## config.mk

```make
export PLATFORM = sky130hd
export DESIGN_NAME = bincnt_stage
export DESIGN_NICKNAME = d
export VERILOG_FILES = /design/src/rtl/bincnt_pkg.sv /design/src/rtl/bincnt_ctrl.sv /design/src/rtl/bincnt_next.sv /design/src/rtl/bincnt_reg.sv /design/src/rtl/bincnt_carry.sv /design/src/rtl/bincnt_stage.sv
export SDC_FILE = /design/constraint.sdc
export NUM_CORES = 1
export LEC_CHECK = 0
export ABC_CLOCK_PERIOD_IN_PS = 900
export BUFFER_PORTS_ARGS = -buffer_cell sky130_fd_sc_hd__buf_2
export CORE_AREA = 10 10 47 49
export CTS_CLUSTER_SIZE = 14
export DETAILED_ROUTE_END_ITERATION = 8
export DIE_AREA = 0 0 57 59
export PLACE_DENSITY = 0.49
export SLEW_MARGIN = 10
export SYNTH_ARGS = -nofsm -noshare
export SYNTH_HDL_FRONTEND = slang
export SYNTH_SLANG_ARGS = --single-unit
```

## constraint.sdc

```tcl
create_clock -name clk -period 0.9 [get_ports clk]
set_input_delay 0.09 -clock clk [delete_from_list [all_inputs] [get_ports clk]]
set_output_delay 0.09 -clock clk [all_outputs]
set_load 0.01 [all_outputs]
```

## src/rtl/bincnt_pkg.sv

```systemverilog
package bincnt_pkg;
  // Operation selected for the next rising edge (clear is handled in the register)
  typedef enum logic [1:0] {
    OP_HOLD   = 2'd0,
    OP_STEP   = 2'd1,
    OP_PRESET = 2'd2
  } op_e;
endpackage

```

## src/rtl/bincnt_ctrl.sv

```systemverilog
module bincnt_ctrl (
  input  logic              load_n,
  input  logic              en_p,
  input  logic              en_t,
  output bincnt_pkg::op_e   op
);
  import bincnt_pkg::*;
  // Load beats counting; counting needs both enables
  always_comb begin
    if (!load_n)            op = OP_PRESET;
    else if (en_p && en_t)  op = OP_STEP;
    else                    op = OP_HOLD;
  end
endmodule

```

## src/rtl/bincnt_next.sv

```systemverilog
module bincnt_next #(
  parameter int WIDTH = 4
) (
  input  bincnt_pkg::op_e    op,
  input  logic [WIDTH-1:0]   cur,
  input  logic [WIDTH-1:0]   din,
  output logic [WIDTH-1:0]   nxt
);
  import bincnt_pkg::*;
  localparam logic [WIDTH-1:0] ONE = WIDTH'(1);
  always_comb begin
    unique case (op)
      OP_STEP:   nxt = cur + ONE;   // natural wrap at all ones
      OP_PRESET: nxt = din;
      default:   nxt = cur;
    endcase
  end
endmodule

```

## src/rtl/bincnt_reg.sv

```systemverilog
module bincnt_reg #(
  parameter int WIDTH     = 4,
  parameter bit ASYNC_CLR = 1'b0
) (
  input  logic             clk,
  input  logic             clr_n,
  input  logic [WIDTH-1:0] nxt,
  output logic [WIDTH-1:0] q
);
  generate
    if (ASYNC_CLR) begin : g_async
      always_ff @(posedge clk or negedge clr_n) begin
        if (!clr_n) q <= '0;
        else        q <= nxt;
      end
    end else begin : g_sync
      always_ff @(posedge clk) begin
        if (!clr_n) q <= '0;
        else        q <= nxt;
      end
    end
  endgenerate
endmodule

```

## src/rtl/bincnt_carry.sv

```systemverilog
module bincnt_carry #(
  parameter int WIDTH = 4
) (
  input  logic [WIDTH-1:0] q,
  input  logic             en_t,
  output logic             rco
);
  assign rco = en_t & (&q);
endmodule

```

## src/rtl/bincnt_stage.sv

```systemverilog
module bincnt_stage #(
  parameter int WIDTH     = 4,
  parameter bit ASYNC_CLR = 1'b0
) (
  input  logic             clk,
  input  logic             clr_n,
  input  logic             load_n,
  input  logic             en_p,
  input  logic             en_t,
  input  logic [WIDTH-1:0] din,
  output logic [WIDTH-1:0] q,
  output logic             rco
);
  bincnt_pkg::op_e    op;
  logic [WIDTH-1:0]   nxt;

  bincnt_ctrl u_ctrl (
    .load_n (load_n),
    .en_p   (en_p),
    .en_t   (en_t),
    .op     (op)
  );

  bincnt_next #(.WIDTH(WIDTH)) u_next (
    .op  (op),
    .cur (q),
    .din (din),
    .nxt (nxt)
  );

  bincnt_reg #(.WIDTH(WIDTH), .ASYNC_CLR(ASYNC_CLR)) u_reg (
    .clk   (clk),
    .clr_n (clr_n),
    .nxt   (nxt),
    .q     (q)
  );

  bincnt_carry #(.WIDTH(WIDTH)) u_carry (
    .q    (q),
    .en_t (en_t),
    .rco  (rco)
  );
endmodule

```

==> reports/results.txt <==
run status: finished with violations
violated checks: negative setup slack
Net Count, Synth: 34
Max IR drop VDD: 0.000567 V
Sw Share: 27.1%
CTS max path bufs: 2
clock sink count: 4
top cell type by total area after synthesis: dfxtp_1
largest reg by FF count: u_reg.q
transition time at the pin with the least slew margin: 0.209 ns
origin of the critical flop-to-flop path: u_reg.q[1]
hold endpoint: u_reg.q[2]
total core area: 1400 um2
Pint: 438 uW
TritonCTS buffer count: 3
antenna violations before repair: 0
flip-flop count of the largest register after layout: 4
routed wire length per instance: 11.9 um
number of buffer cells added on primary ports: 13
setup repair after global routing missed its margin: yes
Overflow after GRT: 0
leakage power summed over all cells: 0.204 nW
Placement Setup Slack: -0.0463 ns
vias per cell: 4.23
count of unique library cells instantiated by Yosys: 15
I/O Pins: 14
Worst-Skew Late Latency: 0.24 ns
end of the worst register-to-register path: u_reg.q[2]
width of the die: 57 um
GRT met1 Usage: 5.01%
worst hold slack after final layout: 0.118 ns
most numerous cell types in the synthesized netlist: dfxtp_1 (4), nand3_1 (3), o21ai_0 (3)
sw power: 163 uW
critical path cell sequence: ha_4 > and4_4 > buf_6
share of the synthesized area in the top cell type: 39.0%
met2 track demand over resource in global routing: 6.36%
most common cell in the synthesized netlist: dfxtp_1
leading post-synthesis cells by cell area: dfxtp_1 (39%), xor2_1 (8.5%), nand3_1 (7.3%)
Initial DRC Count: 2
total number of H-tree levels: 1
reported max-cap violation count: 0
largest net degree at the start of global routing: 9
final routed DRC violation total: 0
overall fraction of global-route tracks in use: 5.15%
number of standard cells after synthesis: 24
Final GP Congestion: 0.676
data arrival time of the critical path: 1.00 ns
Crit Path Class: reg2out
global-route wire length before repair: 1260 um
number of cells on the worst reg-to-reg path: 5
sequential share of power: 34.1%
initial cell density of the core: 14.6%
fillcell total: 168
Post-synth top flop: dfxtp_1
post-synthesis area per instance: 8.55 um2
slowest cell delay on critical path: 0.35 ns
final worst-path setup slack: -0.194 ns
count of endpoints failing hold in the final timing report: 0
final period utilization: 122%
fraction of synthesis flops using an asynchronous set or reset pin: 0%
number of nets with antenna violations after routing: 0
number of flops mapped to enable cells by yosys: 0
# setup viols final: 7
gate family responsible for the most delay along the worst path: flip-flops
worst min-delay path class: in2reg
detailed-routing iteration count for the pre-antenna-repair pass: 2
Area Overhead vs Synth: 127%
via count: 275
Worst setup EP type: output port
Global Route met3 Usage: 5.15%
Critical Path Fanout Max: 2
cell with the biggest individual delay on the critical path: dfxtp_4
R2R Setup Slk: -0.15 ns
Die Height: 59 um
startpoint type of the worst setup path: flip-flop
TritonCTS clock tree: done
clock transition time at the flip-flop clock pins of the worst setup and hold paths: 0.04 ns
skew final: 0.00461 ns
vias in the first global route: 307
number of core rows: 14
number of cells on the worst hold path: 3
share of power burned in the clock network: 38.2%
startpoint of the tightest hold check path: clr_n
layout cell share with drive strength beyond 1: 73.5%
Rel. slew slack: 85.9%
most utilized layer in the global route result: met2
FMAX: 914 MHz
number of nets in the final layout: 61
fraction of the yosys area taken by sequential cells: 39.0%
pwr/cell area: 1290 nW/um2
buffer cell driving the clock tree root: clkbuf_4
synthesized area: 205 um2
#FFs+latches synth: 4
Required @ worst endpoint: 0.81 ns
wirelength, routed: 776 um
synthesis warning total: 0
CP bufs+invs: 1
total count of max-transition violations in the final report: 0
Diodes inserted: 0
Comb power frac: 27.6%
min cycle time layout: 1.09 ns
Regs by FF count: u_reg.q x4
die outline area: 3360 um2
[how the worst max path moves through the flow]
stage                     startpoint    endpoint  cells after the start
after global routing      u_reg.q[1]         rco                      3
after global placement    u_reg.q[1]  u_reg.q[2]                      4
after detailed placement  u_reg.q[0]  u_reg.q[3]                      3
final                     u_reg.q[1]         rco                      3
after CTS                 u_reg.q[0]         rco                      3
after floorplan           u_reg.q[0]  u_reg.q[1]                      3
[metal layers]
layer / part of all wire [%] / up-vias
met3: 16 / 3
met2: 40 / 15
li1: - / 140
met5: 0 / -
met4: 1.5 / 0
met1: 43 / 117
[placed cells by master (no fill, tap or decap)]
| cell | n |
|---|---|
| nand2_1 | 1 |
| and4_4 | 1 |
| ha_4 | 1 |
| nor2_1 | 2 |
| inv_1 | 1 |
| nand3_2 | 3 |
| a311oi_1 | 1 |
| buf_2 | 9 |
| xor2_1 | 1 |
| a21oi_1 | 1 |
| dfxtp_1 | 1 |
| o21ai_0 | 3 |
| a211oi_2 | 1 |
| nand2_2 | 1 |
| dfxtp_4 | 2 |
| buf_4 | 6 |
| xor2_2 | 1 |
| a31oi_1 | 1 |
| clkbuf_4 | 3 |
| buf_6 | 7 |
| or3_1 | 1 |
| dfxtp_2 | 1 |
[power groups by stage]
stage	clock, mW	sequential, mW	combinational (mW)
floorplan	0	0.219	0.0364
global placement	0	0.210	0.109
detailed placement	0	0.212	0.110
CTS	0.244	0.204	0.151
global route	0.255	0.207	0.183
finish	0.230	0.205	0.166
[worst reg2reg max path, cell delays in order, from the launching register on]
cell	delay (ns)
dfxtp_4	0.34
ha_4	0.15
buf_4	0.12
nand3_2	0.05
xor2_1	0.17
a21oi_1	0.09
[timing repair]
action                                  4_1_cts  5_1_grt
pin swaps                                     6        3
gates resized for setup                       6        4
buffers inserted                              4        1
endpoints found under the setup margin        6        8
hold buffers                                  0        0
[area by class of cell]
type                    count  area [um2]  area share (%)
well taps                  16        20.0            4.29
multi-input cells          19         163            34.9
repair buffers             22         169            36.2
clock buffers               3        22.5            4.83
inverters                   1        3.75           0.804
flip-flops and latches      4        88.8            19.0
[per-stage QoR]
step	util [%]	instance area (um2)	std cells	total power [mW]	setup TNS, ns
after floorplan	-	241	24	0.255	-0.0408
after global placement	25.4	357	57	0.320	-0.136
after detailed placement	25.4	357	57	0.322	-0.171
after CTS	31.4	440	64	0.600	-0.784
after global routing	33.3	467	65	0.645	-1.13
final	33.3	467	65	0.601	-0.807
[kinds of logic (layout without fill, tap and decap cells)]
family / count (synthesis) / in the layout / share of synthesized area, %
AOI/OAI and AO/OA: 7 / 7 / 20.7
DFF: 4 / 4 / 39.0
buffers and inverters: 1 / 26 / 1.83
xor gates and xnor gates: 2 / 2 / 8.54
and+or+nand+nor: 9 / 9 / 23.8
adders and majority gates: 1 / 1 / 6.10
No activity file was read; power rests on OpenSTA's default activity.
